File: src/rtl/dmx_gen_pkg.sv
package dmx_gen_pkg;
  localparam int BREAK_US  = 176;
  localparam int MAB_US    = 12;
  localparam int BIT_US    = 4;
  localparam int SLOT_BITS = 11;
  localparam int HDR_US    = BREAK_US + MAB_US;

  typedef enum logic [2:0] {
    ST_IDLE,
    ST_BREAK,
    ST_MAB,
    ST_SLOT,
    ST_GAP,
    ST_WAIT
  } gen_state_e;
endpackage

File: src/rtl/dmx_us_tick.sv
module dmx_us_tick #(
  parameter int CLK_PER_US = 2
) (
  input  logic clk_i,
  input  logic rst_ni,
  output logic tick_o
);
  localparam int CW = (CLK_PER_US > 1) ? $clog2(CLK_PER_US) : 1;
  localparam logic [CW-1:0] LAST = CW'(CLK_PER_US - 1);

  logic [CW-1:0] cnt_q;

  always_ff @(posedge clk_i or negedge rst_ni) begin
    if (!rst_ni)            cnt_q <= '0;
    else if (cnt_q == LAST) cnt_q <= '0;
    else                    cnt_q <= cnt_q + 1'b1;
  end

  assign tick_o = (cnt_q == LAST);
endmodule

File: src/rtl/dmx_slot_ser.sv
module dmx_slot_ser
  import dmx_gen_pkg::*;
(
  input  logic       clk_i,
  input  logic       rst_ni,
  input  logic       tick_i,
  input  logic       load_i,
  input  logic [7:0] data_i,
  output logic       line_o,
  output logic       done_o
);
  localparam int BW = $clog2(SLOT_BITS);
  localparam int UW = $clog2(BIT_US);

  logic [SLOT_BITS-1:0] sh_q;
  logic [BW-1:0]        bit_q;
  logic [UW-1:0]        us_q;
  logic                 busy_q;

  assign done_o = tick_i && busy_q && (bit_q == BW'(SLOT_BITS - 1)) && (us_q == UW'(BIT_US - 1));
  assign line_o = sh_q[0];

  always_ff @(posedge clk_i or negedge rst_ni) begin
    if (!rst_ni) begin
      sh_q   <= '1;
      bit_q  <= '0;
      us_q   <= '0;
      busy_q <= 1'b0;
    end else if (load_i) begin
      sh_q   <= {2'b11, data_i, 1'b0};
      bit_q  <= '0;
      us_q   <= '0;
      busy_q <= 1'b1;
    end else if (tick_i && busy_q) begin
      if (us_q == UW'(BIT_US - 1)) begin
        us_q <= '0;
        if (bit_q == BW'(SLOT_BITS - 1)) begin
          busy_q <= 1'b0;
          sh_q   <= '1;
        end else begin
          bit_q <= bit_q + 1'b1;
          sh_q  <= {1'b1, sh_q[SLOT_BITS-1:1]};
        end
      end else begin
        us_q <= us_q + 1'b1;
      end
    end
  end

  p_start_low_r4: assert property (@(posedge clk_i) disable iff (!rst_ni)
    (busy_q && bit_q == '0) |-> !line_o);
  p_stop_high_r4: assert property (@(posedge clk_i) disable iff (!rst_ni)
    (busy_q && bit_q >= BW'(SLOT_BITS - 2)) |-> line_o);
endmodule

File: src/rtl/dmx_frame_ctl.sv
module dmx_frame_ctl
  import dmx_gen_pkg::*;
#(
  parameter int SLOT_W   = 10,
  parameter int GAP_W    = 16,
  parameter int PERIOD_W = 24
) (
  input  logic                clk_i,
  input  logic                rst_ni,
  input  logic                tick_i,
  input  logic                enable_i,
  input  logic [SLOT_W-1:0]   slot_count_i,
  input  logic [GAP_W-1:0]    gap_us_i,
  input  logic [PERIOD_W-1:0] period_us_i,
  input  logic [7:0]          buf_data_i,
  input  logic                ser_done_i,
  output logic [SLOT_W-1:0]   buf_addr_o,
  output logic                ser_load_o,
  output logic [7:0]          ser_data_o,
  output logic                in_break_o,
  output gen_state_e          state_o
);
  localparam int DUR_W = (GAP_W > 8) ? GAP_W : 8;
  localparam int ELW   = PERIOD_W + 1;

  gen_state_e          st_q, st_d;
  logic [DUR_W-1:0]    dur_q, dur_d;
  logic [SLOT_W-1:0]   slot_q, slot_d;
  logic [ELW-1:0]      el_q, el_d;
  logic [SLOT_W-1:0]   n_q;
  logic [GAP_W-1:0]    gap_q;
  logic [PERIOD_W-1:0] per_q;
  logic                go_brk;
  logic [ELW:0]        el_inc;
  logic                per_met;

  assign el_inc  = {1'b0, el_q} + 1'b1;
  assign per_met = el_inc >= (ELW+1)'(per_q);

  always_comb begin
    st_d       = st_q;
    dur_d      = dur_q;
    slot_d     = slot_q;
    el_d       = el_q;
    ser_load_o = 1'b0;
    go_brk     = 1'b0;
    if (tick_i && !(&el_q)) el_d = el_q + 1'b1;
    unique case (st_q)
      ST_IDLE: if (tick_i && enable_i) go_brk = 1'b1;
      ST_BREAK: if (tick_i) begin
        if (dur_q == '0) begin
          st_d  = ST_MAB;
          dur_d = DUR_W'(MAB_US - 1);
        end else dur_d = dur_q - 1'b1;
      end
      ST_MAB: if (tick_i) begin
        if (dur_q == '0) begin
          st_d       = ST_SLOT;
          ser_load_o = 1'b1;
        end else dur_d = dur_q - 1'b1;
      end
      ST_SLOT: if (ser_done_i) begin
        if (slot_q < n_q) begin
          if (gap_q == '0) begin
            ser_load_o = 1'b1;
            slot_d     = slot_q + 1'b1;
          end else begin
            st_d  = ST_GAP;
            dur_d = DUR_W'(gap_q) - 1'b1;
          end
        end else if (!enable_i) st_d = ST_IDLE;
        else if (per_met)       go_brk = 1'b1;
        else                    st_d = ST_WAIT;
      end
      ST_GAP: if (tick_i) begin
        if (dur_q == '0) begin
          st_d       = ST_SLOT;
          ser_load_o = 1'b1;
          slot_d     = slot_q + 1'b1;
        end else dur_d = dur_q - 1'b1;
      end
      ST_WAIT: if (tick_i) begin
        if (!enable_i)    st_d = ST_IDLE;
        else if (per_met) go_brk = 1'b1;
      end
      default: st_d = ST_IDLE;
    endcase
    if (go_brk) begin
      st_d   = ST_BREAK;
      dur_d  = DUR_W'(BREAK_US - 1);
      el_d   = '0;
      slot_d = '0;
    end
  end

  always_ff @(posedge clk_i or negedge rst_ni) begin
    if (!rst_ni) begin
      st_q   <= ST_IDLE;
      dur_q  <= '0;
      slot_q <= '0;
      el_q   <= '0;
      n_q    <= '0;
      gap_q  <= '0;
      per_q  <= '0;
    end else begin
      st_q   <= st_d;
      dur_q  <= dur_d;
      slot_q <= slot_d;
      el_q   <= el_d;
      if (go_brk) begin
        n_q   <= slot_count_i;
        gap_q <= gap_us_i;
        per_q <= period_us_i;
      end
    end
  end

  assign buf_addr_o = slot_q;
  assign ser_data_o = (st_q == ST_MAB) ? 8'h00 : buf_data_i;
  assign in_break_o = (st_q == ST_BREAK);
  assign state_o    = st_q;

  // break length checker
  logic [7:0] brk_ticks_q;
  always_ff @(posedge clk_i or negedge rst_ni) begin
    if (!rst_ni)               brk_ticks_q <= '0;
    else if (st_q != ST_BREAK) brk_ticks_q <= '0;
    else if (tick_i)           brk_ticks_q <= brk_ticks_q + 1'b1;
  end

  p_break_len_r2: assert property (@(posedge clk_i) disable iff (!rst_ni)
    (st_q == ST_MAB && $past(st_q) == ST_BREAK) |-> brk_ticks_q == 8'(BREAK_US));
  p_addr_bound_r3: assert property (@(posedge clk_i) disable iff (!rst_ni)
    slot_q <= n_q);
  p_stay_idle_r9: assert property (@(posedge clk_i) disable iff (!rst_ni)
    (st_q == ST_IDLE && !enable_i) |=> st_q == ST_IDLE);
endmodule

File: src/rtl/dmx_frame_gen.sv
module dmx_frame_gen
  import dmx_gen_pkg::*;
#(
  parameter int CLK_PER_US = 2,
  parameter int SLOT_W     = 10,
  parameter int GAP_W      = 16,
  parameter int PERIOD_W   = 24
) (
  input  logic                clk_i,
  input  logic                rst_ni,
  input  logic                enable_i,
  input  logic [SLOT_W-1:0]   slot_count_i,
  input  logic [GAP_W-1:0]    gap_us_i,
  input  logic [PERIOD_W-1:0] period_us_i,
  output logic [SLOT_W-1:0]   buf_addr_o,
  input  logic [7:0]          buf_data_i,
  output logic                dmx_o
);
  logic       tick;
  logic       ser_load, ser_done, ser_line, in_break;
  logic [7:0] ser_data;
  gen_state_e state;

  dmx_us_tick #(.CLK_PER_US(CLK_PER_US)) u_tick (
    .clk_i (clk_i),
    .rst_ni(rst_ni),
    .tick_o(tick)
  );

  dmx_frame_ctl #(
    .SLOT_W  (SLOT_W),
    .GAP_W   (GAP_W),
    .PERIOD_W(PERIOD_W)
  ) u_ctl (
    .clk_i       (clk_i),
    .rst_ni      (rst_ni),
    .tick_i      (tick),
    .enable_i    (enable_i),
    .slot_count_i(slot_count_i),
    .gap_us_i    (gap_us_i),
    .period_us_i (period_us_i),
    .buf_data_i  (buf_data_i),
    .ser_done_i  (ser_done),
    .buf_addr_o  (buf_addr_o),
    .ser_load_o  (ser_load),
    .ser_data_o  (ser_data),
    .in_break_o  (in_break),
    .state_o     (state)
  );

  dmx_slot_ser u_ser (
    .clk_i (clk_i),
    .rst_ni(rst_ni),
    .tick_i(tick),
    .load_i(ser_load),
    .data_i(ser_data),
    .line_o(ser_line),
    .done_o(ser_done)
  );

  assign dmx_o = ser_line & ~in_break;

  p_idle_high_r1: assert property (@(posedge clk_i) disable iff (!rst_ni)
    (state == ST_IDLE || state == ST_MAB || state == ST_GAP || state == ST_WAIT) |-> dmx_o);
endmodule

File: config.mk
export PLATFORM = sky130hd
export DESIGN_NAME = dmx_frame_gen
export DESIGN_NICKNAME = d
export VERILOG_FILES = /design/src/rtl/dmx_gen_pkg.sv /design/src/rtl/dmx_us_tick.sv /design/src/rtl/dmx_slot_ser.sv /design/src/rtl/dmx_frame_ctl.sv /design/src/rtl/dmx_frame_gen.sv
export SDC_FILE = /design/constraint.sdc
export NUM_CORES = 1
export LEC_CHECK = 0
export BUFFER_PORTS_ARGS = -buffer_cell sky130_fd_sc_hd__buf_2
export CELL_PAD_IN_SITES_DETAIL_PLACEMENT = 0
export CELL_PAD_IN_SITES_GLOBAL_PLACEMENT = 1
export CORE_MARGIN = 2
export CORE_UTILIZATION = 30
export CTS_CLUSTER_SIZE = 16
export DETAILED_ROUTE_END_ITERATION = 8
export PLACE_DENSITY = 0.67
export SYNTH_ARGS = -nofsm -noshare
export SYNTH_HDL_FRONTEND = slang
export SYNTH_SLANG_ARGS = --single-unit
File: constraint.sdc
create_clock -name clk_i -period 7.9 [get_ports clk_i]
set_input_delay 0 -clock clk_i [delete_from_list [all_inputs] [get_ports clk_i]]
set_output_delay 0 -clock clk_i [all_outputs]
set_load 0.02 [all_outputs]
==> summary.txt, run 1 <==
Global routing
  • GRT Util Overall: 14.6%
  • Global route overflow: 0
  • Vias in the first global route: 5850
  • Met3 Use GR: 2.79%
  • Met2 usage: 23.3%
  • First-pass GRT wire length: 29100 um
  • Gr busiest metal: met2
  • Largest net degree at the start of global routing: 72
  • Initial antenna violation count: 0
  • GRT met1 Usage: 19.8%

Final layout
  • Total Nets Final: 971
  • Antenna diodes: 0
  • Share of cells above drive strength 1: 19.1%
  • Most common cell after layout, fill and taps aside: dfrtp_1
  • Layout Cells excl Fill: 1202
  • Most frequent cells in the layout: dfrtp_1, nor2_1, buf_2
  • Layout area overhead: 26.5%

Pwr
  • Power per standard cell area: 167 mW/mm^2
  • Sequential group share of total power: 41.3%
  • Switching part of the total power: 20.7%
  • Comb power frac: 3.3%
  • Switching power: 311 uW
  • Worst VDD drop: 0.119 mV
  • Total internal power: 1.19 mW
  • Clock share of power: 55.3%
  • Leakage power: 3.97 nW

Floorplanning
  • Floorplan row count: 56
  • Core area: 0.0234 sq mm
  • Die Height: 158 um
  • Die Wd: 158 um
  • Initial Util: 30.4%
  • Die ar.: 0.0250 sq mm
  • Boundary pin count: 72

CTS
  • Root buffer cell: clkbuf_16
  • CTS tree: built
  • H-tree levels: 4
  • Clock Latency Late Sink: 0.42 ns
  • Post-CTS sizing: 0
  • Clk pin slew, worst setup/hold paths: 0.06 ns
  • Max clock buf depth: 2
  • CTS Sinks: 121
  • CTS Buf Count: 17

Synthesis
  • Post-synth EDFFs: 0
  • Top_reg_cell synth: dfrtp_1
  • Sequential area share after synthesis: 42.7%
  • Post-Syn Nets: 847
  • Mapped cell area: 0.00712 sq mm
  • Syn Inst Count: 746
  • Synth warn: 0
  • #FFs+latches synth: 121
  • Syn_area_per_cell: 9.54 sq um
  • Async set or reset register ratio after synthesis: 100%
  • Library cells used by synthesis: 66

Run
  • Max_cap viols: 0

Critical path
  • Crit path max-delay family: simple AND/OR/NAND/NOR gates
  • Crit path required time: 8.20 ns
  • Critical Path Sink Type: flip-flop
  • Arrival time worst endpoint: 5.30 ns
  • CP Cell Sequence: nand3_1 -> nor4_1 -> nand4_1 -> or4_1 -> nor2_1 -> xor2_1 -> ha_1 -> nand2_1 -> nor2_1 -> a211oi_1 -> o21ai_0 -> o21a_1 -> nor2_2 -> o31ai_4 -> buf_4 -> mux2_2
  • Crit path kind: reg2reg
  • Critical Path Source Type: flip-flop
  • Top cell by count, worst path: nor2_1
  • Worst path max stage delay: 0.68 ns
  • CP Buf/Inv Count: 1
  • Crit Path Max Fanout: 71
  • Worst path slowest cell: buf_4

Placement
  • Placed insts: 1111
  • IO buf count: 71
  • DP Worst Slack: 2.92 ns
  • DP HPWL: 11500 um
  • Routability cong.: 0.797

Routing
  • Routed vias: 5747
  • Antenna viol nets, final: 0
  • WL/cell: 14.1 um
  • Router iterations before antenna repair: 5
  • DRC viols: 0
  • DR iter-0 viols: 238
  • Routed WL: 17000 um
  • Drt via density: 4.78

Timing
  • Worst Tran Pin Value: 0.999 ns
  • Skew final: 0.0113 ns
  • Slew HR: 33.4%
  • Setup TNS: 0 ns
  • Post-route setup slack: 2.90 ns
  • Crit path time final: 5.00 ns
  • Setup violations, final: 0
  • Max Clk Rate: 200 MHz
  • Final hold vios: 0
  • Share of the clock period used by the worst path after layout: 63.3%
  • Fin. max-slew vios: 0
  • Unrepaired setup endpoints after global routing: no

Status
  • Status: finished clean

Min path
  • Hold crit path type: in2reg
[layout make-up]
cell class / instances / area [sq um]
fillers: 2401 / 14400
multi-input cells: 550 / 3780
flip-flops and latches: 121 / 3040
repair buffers: 134 / 978
clock buffers: 23 / 498
well taps: 319 / 399
inverters: 46 / 173
clock inverters: 9 / 138
[final timing paths]
kind / start / to / slack (ns) / cells past startpoint
setup / recovery: u_ctl.el_q[2] / u_ctl.per_q[13] / 2.90 / 16
hold / removal: enable_i / u_ctl.state_o[2] / 0.08 / 4
setup reg to reg: u_ctl.el_q[2] / u_ctl.per_q[13] / 2.90 / 16
hold reg to reg: u_ctl.per_q[8] / u_ctl.per_q[8] / 0.48 / 1
max in group asynchronous: rst_ni / u_ctl.state_o[2] / 6.40 / 3
min in group asynchronous: rst_ni / u_ctl.n_q[1] / 0.20 / 2
[kinds of logic after synthesis]
family	count (synthesis)	share of synthesized area, %
muxes	54	8.51
AOI/OAI and AO/OA	134	12.3
DFF	121	42.7
adders and majority gates	40	7.03
xor gates and xnor gates	67	8.25
buffers and inverters	75	4.36
and+or+nand+nor	255	16.9
[worst register-to-register path, delay by kind of cell, from the launching register on]
kind                     cells  cell delay, ns
AND/OR/NAND/NOR              8            2.14
AO/OA/AOI/OAI                4            0.80
buffers and inverters        1            0.68
multiplexers                 1            0.46
flip-flops                   1            0.42
adder cells (fa/ha/maj)      1            0.31
XOR/XNOR                     1            0.08
[Yosys cell counts, drive strengths merged (3+ instances only)]
library cell	n	area share, %
nand2	66	3.5
a21oi	32	2.3
xnor2	40	4.9
o31ai	4	0.42
a22oi	6	0.63
o21ai	34	2.4
inv	46	2.4
o22ai	14	1.2
o21a	4	0.42
dfstp	9	3.3
nor2	92	4.9
dfrtp	112	39
nand4	13	1.1
or4	5	0.53
nand2b	8	0.70
ha	40	7.0
a2111oi	4	0.58
o211ai	5	0.53
clkbuf	14	0.76
nand3	16	1.2
xor2	27	3.3
nor3	16	1.1
nor4	10	1.1
buf	15	1.2
a22o	3	0.37
nand3b	3	0.32
mux2	52	8.2
or2	7	0.62
and3	6	0.53
nor2b	5	0.44
[power groups by stage]
| stage | combinational, mW | clock (mW) | sequential [mW] |
|---|---|---|---|
| after floorplan | 0.000277 | 0 | 0.631 |
| after global placement | 0.0289 | 0 | 0.631 |
| after detailed placement | 0.0288 | 0 | 0.631 |
| after CTS | 0.0514 | 0.853 | 0.620 |
| after global routing | 0.0563 | 0.885 | 0.620 |
| final | 0.0498 | 0.830 | 0.620 |
[per-layer routing]
layer	share of wire, %	wire length [um]
met4	1.5	256
met3	2.4	406
met1	49	8330
met5	0	0
met2	47	7980
[metrics by stage]
| stage | hold WS [ns] | util (%) | power [mW] | cell area (sq um) |
|---|---|---|---|---|
| finish | 0.0811 | 38.5 | 1.50 | 9010 |
| CTS | 0.0619 | 38.5 | 1.52 | 9010 |
| detailed placement | 0.145 | 33.2 | 0.660 | 7780 |
| global route | 0.113 | 38.5 | 1.56 | 9010 |
| floorplan | -0.296 | - | 0.632 | 7120 |
| global placement | 0.137 | 33.2 | 0.660 | 7780 |
[flip-flops by register name (all words and copies together), names as in the netlist]
signal / flops
u_ctl.dur_q: 16
u_ser.us_q: 2
u_ctl.gap_q: 16
u_ctl.el_q: 25
u_ctl.per_q: 24
u_ser.busy_q: 1
u_ctl.state_o: 3
u_ctl.buf_addr_o: 10
u_ser.sh_q: 9
u_tick.tick_o: 1
u_ctl.n_q: 10
u_ser.bit_q: 4
[what timing repair did]
item                                   in CTS  in global routing
hold buffers                               59                  0
setup buffers                               0                  0
endpoints found under the hold margin     107                  0
Power figures use the tool's default switching activity.
==> run 2, diff against run 1 <==
==> constraint.sdc (replaced) <==
create_clock -name clk_i -period 5.2 [get_ports clk_i]
set_input_delay 0 -clock clk_i [delete_from_list [all_inputs] [get_ports clk_i]]
set_output_delay 0 -clock clk_i [all_outputs]
set_load 0.02 [all_outputs]
==> run 2 against run 1 <==
Core utilization fell by 0.059 points. Cell count rose by 0.25%. Via count rose by 0.17%. Sequential share of layout area rose by 0.052 points. Fmax rose by 6.2%. Critical path depth rose by 1.
==> summary.txt, run 2 (synthesized netlist as in run 1, its figures left out) <==
Placement
  • IO buf count: 71
  • Routability cong.: 0.810
  • Placed insts: 1114
  • Placed inst area: 0.00782 sq mm
  • DP HPWL: 11400 um

Timing
  • Crit path time final: 4.71 ns
  • Skew final: 0.0151 ns
  • Unrepaired setup endpoints after global routing: no
  • Worst Tran Pin Value: 1.03 ns
  • Final hold slack: 0.0869 ns
  • Final hold vios: 0
  • Max Clk Rate: 212 MHz
  • Setup violations, final: 0
  • Share of the clock period used by the worst path after layout: 90.6%
  • Setup TNS: 0 ns
  • Fin. max-slew vios: 0
  • Slew HR: 31.3%

Final layout
  • Layout area overhead: 26.4%
  • Largest register FFs: 25
  • Layout Cells excl Fill: 1205
  • Fillers: 2403
  • Total Nets Final: 974
  • Biggest regs: u_ctl.el_q (25), u_ctl.per_q (24)
  • Antenna diodes: 0
  • Cell area after layout: 0.00899 sq mm
  • Largest register by flop count: u_ctl.el_q
  • Share of cells above drive strength 1: 19.3%
  • Most frequent cells in the layout: dfrtp_1, nor2_1, buf_2
  • Most common cell after layout, fill and taps aside: dfrtp_1

Floorplanning
  • Die Wd: 158 um
  • Floorplan row count: 56
  • Die Height: 158 um
  • Initial Util: 30.4%
  • Boundary pin count: 72
  • Die ar.: 0.0250 sq mm
  • Core area: 0.0234 sq mm

Pwr
  • Leakage power: 3.97 nW
  • Worst VDD drop: 0.215 mV
  • Clock share of power: 53.8%
  • Switching part of the total power: 21.3%
  • Power per standard cell area: 245 mW/mm^2
  • Pwr Total: 2.21 mW
  • Comb power frac: 3.4%
  • Switching power: 469 uW
  • Total internal power: 1.74 mW
  • Sequential group share of total power: 42.7%

CTS
  • Max clock buf depth: 2
  • H-tree levels: 4
  • CTS tree: built
  • Root buffer cell: clkbuf_16
  • Clock Latency Late Sink: 0.42 ns
  • Clk pin slew, worst setup/hold paths: 0.06 ns
  • CTS Sinks: 121
  • Post-CTS Setup Inserts: 0
  • Post-CTS sizing: 0
  • CTS Buf Count: 17

Routing
  • DRC viols: 0
  • Antenna viol nets, final: 0
  • WL/cell: 13.8 um
  • Routed WL: 16700 um
  • Routed vias: 5757
  • Drt via density: 4.78
  • Router iterations before antenna repair: 4
  • DR iter-0 viols: 291

Critical path
  • Critical Path Source Type: flip-flop
  • Crit path required time: 5.50 ns
  • Crit path kind: reg2reg
  • Critical Path Sink Type: flip-flop
  • Crit Path Max Fanout: 76
  • Arrival time worst endpoint: 5.01 ns

Min path
  • Hold crit path type: in2reg

Run
  • Max_cap viols: 0

Global routing
  • Global route overflow: 0
  • Largest net degree at the start of global routing: 77
  • GRT Util Overall: 14.3%
  • First-pass GRT wire length: 28500 um
  • Vias in the first global route: 5901
  • Initial antenna violation count: 0

Status
  • Status: finished clean
[run 2: path summary, 6_finish.rpt]
kind                                 from          endpoint  slack (ns)  depth (start not counted)
min                              enable_i  u_ctl.state_o[2]        0.09                          4
max                         u_ctl.el_q[2]    u_ctl.gap_q[6]        0.49                         17
max in group asynchronous          rst_ni   u_ctl.per_q[18]        3.64                          3
min reg2reg                u_ctl.per_q[2]    u_ctl.per_q[2]        0.49                          1
min in group asynchronous          rst_ni      u_ctl.n_q[2]        0.19                          2
max reg2reg                 u_ctl.el_q[2]    u_ctl.gap_q[6]        0.49                         17
[run 2: area by class of cell]
class                   count  area, sq um  share of cell area (%)
clock buffers              19          433                    4.81
inverters                  46          173                    1.92
repair buffers            137         1010                    11.3
well taps                 319          399                    4.44
multi-input cells         550         3780                    42.0
flip-flops and latches    121         3040                    33.8
clock inverters            13          154                    1.71
[run 2: per-stage QoR]
| stage | setup slack (ns) | utilization [%] |
|---|---|---|
| 3_5_place_dp | 0.495 | 33.4 |
| 3_3_place_gp | 0.478 | 33.4 |
| 6_report | 0.490 | 38.4 |
| 2_1_floorplan | 1.08 | - |
| 4_1_cts | 0.423 | 38.4 |
| 5_1_grt | 0.0409 | 38.4 |
[run 2: critical path, cell delays in order, from the launching register on]
cell	delay [ns]
dfrtp_1	0.43
nand3_1	0.19
nor4_1	0.33
buf_4	0.18
nand4_1	0.23
or4_1	0.63
nor2_1	0.20
xor2_1	0.09
ha_1	0.32
nand2_1	0.06
nor2_1	0.13
a211oi_1	0.07
o21ai_0	0.36
o21a_1	0.20
nor2_2	0.06
o31ai_4	0.32
buf_12	0.38
mux2_2	0.39
[run 2: routing by layer]
metal | wire [um] | track usage [%]
met3 | 405 | 2.68
met4 | 213 | 5.02
met2 | 7830 | 23.6
met5 | 0 | 0
met1 | 8230 | 18.7
[run 2: repair_timing]
action                     4_1_cts  5_1_grt
hold buffers                    59        0
setup endpoints to repair        0        0
hold endpoints to repair       107        0
[run 2: power by group through the flow]
stage | clock network [mW] | logic [mW] | registers, mW
2_1_floorplan | 0 | 0.000420 | 0.959
3_3_place_gp | 0 | 0.0441 | 0.959
3_5_place_dp | 0 | 0.0443 | 0.959
4_1_cts | 1.22 | 0.0787 | 0.942
5_1_grt | 1.26 | 0.0848 | 0.942
6_report | 1.19 | 0.0757 | 0.942
